<file path="config.mk">
export PLATFORM = sky130hd
export DESIGN_NAME = epp_cycle_ctrl
export DESIGN_NICKNAME = d
export VERILOG_FILES = /design/src/rtl/epp_cyc_pkg.sv /design/src/rtl/epp_level_timer.sv /design/src/rtl/epp_busy_filter.sv /design/src/rtl/epp_cyc_seq.sv /design/src/rtl/epp_cyc_data.sv /design/src/rtl/epp_cycle_ctrl.sv
export SDC_FILE = /design/constraint.sdc
export NUM_CORES = 1
export LEC_CHECK = 0
export BUFFER_PORTS_ARGS = -buffer_cell sky130_fd_sc_hd__buf_2
export CORE_MARGIN = 4
export CORE_UTILIZATION = 53
export DETAILED_ROUTE_END_ITERATION = 10
export GPL_ROUTABILITY_DRIVEN = 0
export HOLD_SLACK_MARGIN = 0.15
export PLACE_DENSITY = 0.79
export SYNTH_ARGS = -nofsm -noshare
export SYNTH_HDL_FRONTEND = slang
export SYNTH_SLANG_ARGS = --single-unit
</file>
<file path="constraint.sdc">
create_clock -name clk_i -period 2.5 [get_ports clk_i]
set_input_delay 0.75 -clock clk_i [delete_from_list [all_inputs] [get_ports clk_i]]
set_output_delay 0.75 -clock clk_i [all_outputs]
set_load 0.01 [all_outputs]
</file>
<file path="src/rtl/epp_cyc_pkg.sv">
package epp_cyc_pkg;
  typedef enum logic [1:0] {
    ST_IDLE    = 2'd0,
    ST_WAIT_LO = 2'd1,
    ST_STROBE  = 2'd2,
    ST_DONE    = 2'd3
  } epp_state_e;

  // offset using the address strobe; higher offsets use the data strobe
  localparam int unsigned EPP_ADDR_OFS = 3;
endpackage

</file>
<file path="src/rtl/epp_level_timer.sv">
module epp_level_timer #(
  parameter int unsigned MIN_CLKS = 8,
  parameter bit          LEVEL    = 1'b0
) (
  input  logic clk_i,
  input  logic rst_ni,
  input  logic sig_i,
  output logic ok_o
);
  localparam int unsigned CNT_W = (MIN_CLKS < 1) ? 1 : $clog2(MIN_CLKS + 1);
  localparam logic [CNT_W-1:0] CNT_MAX = CNT_W'(MIN_CLKS);

  logic [CNT_W-1:0] cnt_q;

  always_ff @(posedge clk_i or negedge rst_ni) begin
    if (!rst_ni) begin
      cnt_q <= '0;
    end else if (sig_i == LEVEL) begin
      if (cnt_q != CNT_MAX) cnt_q <= cnt_q + 1'b1;
    end else begin
      cnt_q <= '0;
    end
  end

  assign ok_o = (cnt_q >= CNT_MAX);
endmodule

</file>
<file path="src/rtl/epp_busy_filter.sv">
module epp_busy_filter #(
  parameter int unsigned SYNC_STAGES = 2,
  parameter int unsigned MIN_CLKS    = 8
) (
  input  logic clk_i,
  input  logic rst_ni,
  input  logic busy_i,
  output logic low_ok_o,
  output logic high_ok_o
);
  logic busy_s;
  logic [1:0] ok;

  generate
    if (SYNC_STAGES == 0) begin : g_nosync
      assign busy_s = busy_i;
    end else begin : g_sync
      logic [SYNC_STAGES-1:0] sync_q;
      always_ff @(posedge clk_i or negedge rst_ni) begin
        if (!rst_ni) sync_q <= '1;
        else         sync_q <= {sync_q[SYNC_STAGES-2 >= 0 ? SYNC_STAGES-2 : 0 : 0], busy_i} ;
      end
      assign busy_s = sync_q[SYNC_STAGES-1];
    end
  endgenerate

  // index 0 times busy low, index 1 times busy high
  for (genvar lv = 0; lv < 2; lv++) begin : g_timer
    epp_level_timer #(
      .MIN_CLKS(MIN_CLKS),
      .LEVEL   (lv[0])
    ) u_timer (
      .clk_i (clk_i),
      .rst_ni(rst_ni),
      .sig_i (busy_s),
      .ok_o  (ok[lv])
    );
  end

  assign low_ok_o  = ok[0];
  assign high_ok_o = ok[1];
endmodule

</file>
<file path="src/rtl/epp_cyc_seq.sv">
module epp_cyc_seq
  import epp_cyc_pkg::*;
#(
  parameter int unsigned ADDR_W = 3
) (
  input  logic              clk_i,
  input  logic              rst_ni,
  input  logic [ADDR_W-1:0] host_addr_i,
  input  logic              host_rd_i,
  input  logic              host_wr_i,
  input  logic              low_ok_i,
  input  logic              high_ok_i,
  output logic              ready_o,
  output logic              write_no,
  output logic              addr_stb_no,
  output logic              data_stb_no,
  output logic              pd_oe_o,
  output logic              load_wr_o,
  output logic              latch_rd_o
);
  localparam logic [ADDR_W-1:0] ADDR_OFS = ADDR_W'(EPP_ADDR_OFS);

  epp_state_e state_q, state_d;
  logic       is_addr_q, is_wr_q;
  logic       host_act, hit, strobe_on, in_cycle;

  assign host_act = host_rd_i | host_wr_i;
  assign hit      = host_act && (host_addr_i >= ADDR_OFS);

  always_comb begin
    state_d = state_q;
    unique case (state_q)
      ST_IDLE:    if (hit)       state_d = ST_WAIT_LO;
      ST_WAIT_LO: if (low_ok_i)  state_d = ST_STROBE;
      ST_STROBE:  if (high_ok_i) state_d = ST_DONE;
      ST_DONE:    if (!host_act) state_d = ST_IDLE;
      default:                   state_d = ST_IDLE;
    endcase
  end

  always_ff @(posedge clk_i or negedge rst_ni) begin
    if (!rst_ni) begin
      state_q   <= ST_IDLE;
      is_addr_q <= 1'b0;
      is_wr_q   <= 1'b0;
    end else begin
      state_q <= state_d;
      if (state_q == ST_IDLE && hit) begin
        is_addr_q <= (host_addr_i == ADDR_OFS);
        is_wr_q   <= host_wr_i;
      end
    end
  end

  assign strobe_on = (state_q == ST_STROBE);
  assign in_cycle  = (state_q == ST_WAIT_LO) || strobe_on;

  // ready drops combinationally on a decoded hit
  assign ready_o     = !((state_q == ST_IDLE && hit) || in_cycle);
  assign write_no    = !(is_wr_q && in_cycle);
  assign addr_stb_no = !(strobe_on && is_addr_q);
  assign data_stb_no = !(strobe_on && !is_addr_q);
  assign pd_oe_o     = strobe_on && is_wr_q;
  assign load_wr_o   = (state_q == ST_WAIT_LO) && low_ok_i && is_wr_q;
  assign latch_rd_o  = strobe_on && high_ok_i && !is_wr_q;
endmodule

</file>
<file path="src/rtl/epp_cyc_data.sv">
module epp_cyc_data #(
  parameter int unsigned DATA_W = 8
) (
  input  logic              clk_i,
  input  logic              rst_ni,
  input  logic              load_wr_i,
  input  logic              latch_rd_i,
  input  logic [DATA_W-1:0] host_wdata_i,
  input  logic [DATA_W-1:0] pd_i,
  output logic [DATA_W-1:0] pd_o,
  output logic [DATA_W-1:0] host_rdata_o
);
  logic [DATA_W-1:0] out_q, in_q;

  always_ff @(posedge clk_i or negedge rst_ni) begin
    if (!rst_ni) begin
      out_q <= '0;
      in_q  <= '0;
    end else begin
      if (load_wr_i)  out_q <= host_wdata_i;
      if (latch_rd_i) in_q  <= pd_i;
    end
  end

  assign pd_o         = out_q;
  assign host_rdata_o = in_q;
endmodule

</file>
<file path="src/rtl/epp_cycle_ctrl.sv">
module epp_cycle_ctrl #(
  parameter int unsigned ADDR_W      = 3,
  parameter int unsigned DATA_W      = 8,
  parameter int unsigned MIN_CLKS    = 8,
  parameter int unsigned SYNC_STAGES = 2
) (
  input  logic              clk_i,
  input  logic              rst_ni,
  input  logic [ADDR_W-1:0] host_addr_i,
  input  logic              host_rd_i,
  input  logic              host_wr_i,
  input  logic [DATA_W-1:0] host_wdata_i,
  output logic [DATA_W-1:0] host_rdata_o,
  output logic              ready_o,
  output logic              write_no,
  output logic              addr_stb_no,
  output logic              data_stb_no,
  input  logic              busy_i,
  input  logic [DATA_W-1:0] pd_i,
  output logic [DATA_W-1:0] pd_o,
  output logic              pd_oe_o
);
  logic low_ok, high_ok, load_wr, latch_rd;

  epp_busy_filter #(
    .SYNC_STAGES(SYNC_STAGES),
    .MIN_CLKS   (MIN_CLKS)
  ) u_filt (
    .clk_i    (clk_i),
    .rst_ni   (rst_ni),
    .busy_i   (busy_i),
    .low_ok_o (low_ok),
    .high_ok_o(high_ok)
  );

  epp_cyc_seq #(
    .ADDR_W(ADDR_W)
  ) u_seq (
    .clk_i      (clk_i),
    .rst_ni     (rst_ni),
    .host_addr_i(host_addr_i),
    .host_rd_i  (host_rd_i),
    .host_wr_i  (host_wr_i),
    .low_ok_i   (low_ok),
    .high_ok_i  (high_ok),
    .ready_o    (ready_o),
    .write_no   (write_no),
    .addr_stb_no(addr_stb_no),
    .data_stb_no(data_stb_no),
    .pd_oe_o    (pd_oe_o),
    .load_wr_o  (load_wr),
    .latch_rd_o (latch_rd)
  );

  epp_cyc_data #(
    .DATA_W(DATA_W)
  ) u_data (
    .clk_i       (clk_i),
    .rst_ni      (rst_ni),
    .load_wr_i   (load_wr),
    .latch_rd_i  (latch_rd),
    .host_wdata_i(host_wdata_i),
    .pd_i        (pd_i),
    .pd_o        (pd_o),
    .host_rdata_o(host_rdata_o)
  );
endmodule

</file>
==> impl_metrics.tcl <==
set metrics [dict create \
    status "completed" \
    p_leak_uw 0.0008585 \
    peakVddDrop_v 0.0008285 \
    synth_top_family_by_area "multiplexers" \
    die_h_um 58.89 \
    cp_cell_sequence "inv_1, ha_1, o21ai_0, nor2_2, nor2_1, buf_2" \
    fmax_mhz 431.1 \
    synth_top_cells_by_area "dfrtp_1 51%, mux2_2 14%, ha_1 8.2%, dfstp_2 3.8%, xnor2_1 2.6%" \
    numCtsBuffers 5 \
    postSynthAreaPerCell_um2 12.48 \
    grt_pass1_vias 1060 \
    io_buffers 44 \
    intPower_uw 1102 \
    wl_mm 2.562 \
    setup_violations 0 \
    ios 45 \
    ant_nets 0 \
    ys_types 21 \
    clkSlewWorstSetupHoldPaths_ns 0.10 \
    cts_tree "built" \
    grt_overflow_total 0 \
    diodes 0 \
    drt_iter0_markers 43 \
    drv_cap 0 \
    synth.largest_area_cell "dfrtp_1" \
    grt_pass1_wl_mm 4.305 \
    final_cell_mix "44 x buf_2, 28 x dfrtp_1, 17 x mux2_2" \
    worstMarginPinSlew_ns 0.6386 \
    yosys.area_share.simple_pct 9.663 \
    powerDensity_mw_per_mm2 885.4 \
    required_ns 1.75 \
    drive_above_1_share_pct 48.77 \
    worst_r2r_path_depth 4 \
    finalHoldViolCount 0 \
    clock_sinks 30 \
    r2r_end "u_data.host_rdata_o[6]" \
    crit_fanout 4 \
    firstDrtPassIters 4 \
    maxSlewViolCount 0 \
    dpl.hpwl_mm 2.031 \
    whs_ns 0.3597 \
    syn_nets 143 \
    area_delta_synth_final_pct 27.07 \
    final_common_cell "buf_2" \
    worstHoldPathType "flip-flop to flip-flop" \
    antenna_found_initial 0 \
    rsz0062_at_grt "false" \
    synth_top_area_share_pct 51.05 \
    die_x_um 58.89 \
    ys_ff_latch 30 \
    final_nets 194 \
    synth_compound_area_share_pct 5.014 \
    relSlewSlack_pct 57.43 \
    endpoint_kind "output pin" \
    synth-xor-area-share_pct 2.552 \
    finalSetupTns_ns 0 \
    grtUsageTotal_pct 17.00 \
    yosysWarnings 0 \
    worstHoldStart "u_filt.g_sync.sync_q[0]" \
    routedWlPerCell_um 13.34 \
    fin_skew_ns 0.01260 \
    worst-r2r-setup-slack_ns 0.95 \
    dr_total_vias 977 \
    muxShareOfSynthArea_pct 17.23 \
    startpoint_type "flip-flop" \
    fp-row-count 18 \
    synthAdderAreaFrac_pct 8.204 \
    viasPerCell 5.089 \
    fin_crit_ns 2.319 \
    swShare_pct 28.62 \
    clk_latency_ns 0.33 \
    design.core.area_mm2 0.002477 \
    start_util_pct 55.40 \
    crit_start "u_seq.state_q[1]" \
    die_area_mm2 0.003468 \
    ctsResizeCount 0 \
    crit_arrival_ns 1.57 \
    combPwrFrac_pct 28.1 \
    cts_setup_buffers 0 \
    nFillCells 188 \
    clockPowerShare_pct 32.8 \
    htreeDepth 2 \
    ys_seq_area_share_pct 54.88 \
    crit_type "flip-flop to output pin" \
    p_seq_share_pct 39.1 \
    fin_crit_sh_pct 92.78 \
    holdPathEnd "u_filt.g_sync.sync_q[1]" \
    syn_inst 110 \
    root_buffer "clkbuf_4" \
    clk_path_buf_depth 2 \
    rr_startpoint "u_seq.state_q[0]" \
    max_stage_delay_ns 0.43 \
    drc 0 \
    hold_depth 0 \
    cts_hold_buf 0 \
    p_switching_uw 442.0 \
    synth_area_mm2 0.001373 \
    crit_slowest_cell "dfrtp_1" \
    grt_max_degree 31 \
]
[worst max-delay path, delay by kind of cell, from the launching register on]
kind | cells | cell delay, ns
adder cells (fa/ha/maj) | 1 | 0.16
AND/OR/NAND/NOR | 2 | 0.26
flip-flops | 1 | 0.43
AO/OA/AOI/OAI | 1 | 0.14
buffers and inverters | 2 | 0.25
[metal layers]
metal | up-vias | global-route usage (%) | wire length [µm]
met5 | - | 0 | 0
met4 | 0 | 10.36 | 51
met3 | 5 | 4.825 | 154
met2 | 30 | 27.76 | 1312
met1 | 471 | 19.63 | 1044
li1 | 471 | - | -
[through the flow]
step                instances  worst slack, ns  cell area (µm²)  util [%]  power, µW
finish                    192           0.1806             1744     70.40       1544
global route              192         0.008806             1744     70.40       1640
CTS                       192           0.1372             1742     70.30       1561
detailed placement        184           0.2750             1630     65.81       1049
global placement          184           0.3676             1630     65.81       1024
floorplan                 110           0.5382             1373         -      891.2
[layout make-up]
class                           count  area [µm²]  area share [%]
Timing Repair Buffer               44       220.2           12.63
Clock inverter                      2       60.06           3.443
Inverter                            9       33.78           1.937
Multi-Input combinational cell     71       588.1           33.72
Tap cell                           30       37.54           2.152
Clock buffer                        6       51.30           2.941
Sequential cell                    30       753.2           43.19
[synth_stat cells (all sizes together)]
master,instances
and2,4
nand2,7
dfstp,2
nor2,9
nand3,4
xnor2,4
mux2i,3
dfrtp,28
a21boi,1
mux2,18
inv,9
nand2b,1
nand3b,1
o22a,1
ha,9
o21ai,5
a21oi,3
a22oi,1
[kinds of logic (layout without fill, tap and decap cells)]
family | Yosys count | in the layout
muxes | 21 | 21
DFF | 30 | 30
AOI/OAI and AO/OA | 11 | 11
and+or+nand+nor | 26 | 26
xor gates and xnor gates | 4 | 4
buffers and inverters | 9 | 61
adders and majority gates | 9 | 9
[worst max-delay path by stage]
stage / end / slack, ns / cells after the start
global placement: ready_o / 0.37 / 5
global route: ready_o / 0.009 / 6
finish: ready_o / 0.18 / 6
CTS: ready_o / 0.14 / 6
floorplan: ready_o / 0.54 / 3
detailed placement: ready_o / 0.28 / 5
[flip-flops by register name (all words and copies together) (netlist names)]
register / cells
u_seq.state_q: 2
u_seq.is_addr_q: 1
u_data.pd_o: 8
u_filt.g_sync.sync_q: 2
u_seq.is_wr_q: 1
u_data.host_rdata_o: 8
u_filt.g_timer.u_timer.cnt_q: 8
[power groups by stage]
stage,Clock [µW],Combinational [µW],Sequential [µW]
6_report,506,434,604
5_1_grt,541,484,615
4_1_cts,518,436,606
3_5_place_dp,0,434,616
3_3_place_gp,0,414,610
2_1_floorplan,0,279,613
Note: power is estimated with default switching activity, not from simulation.
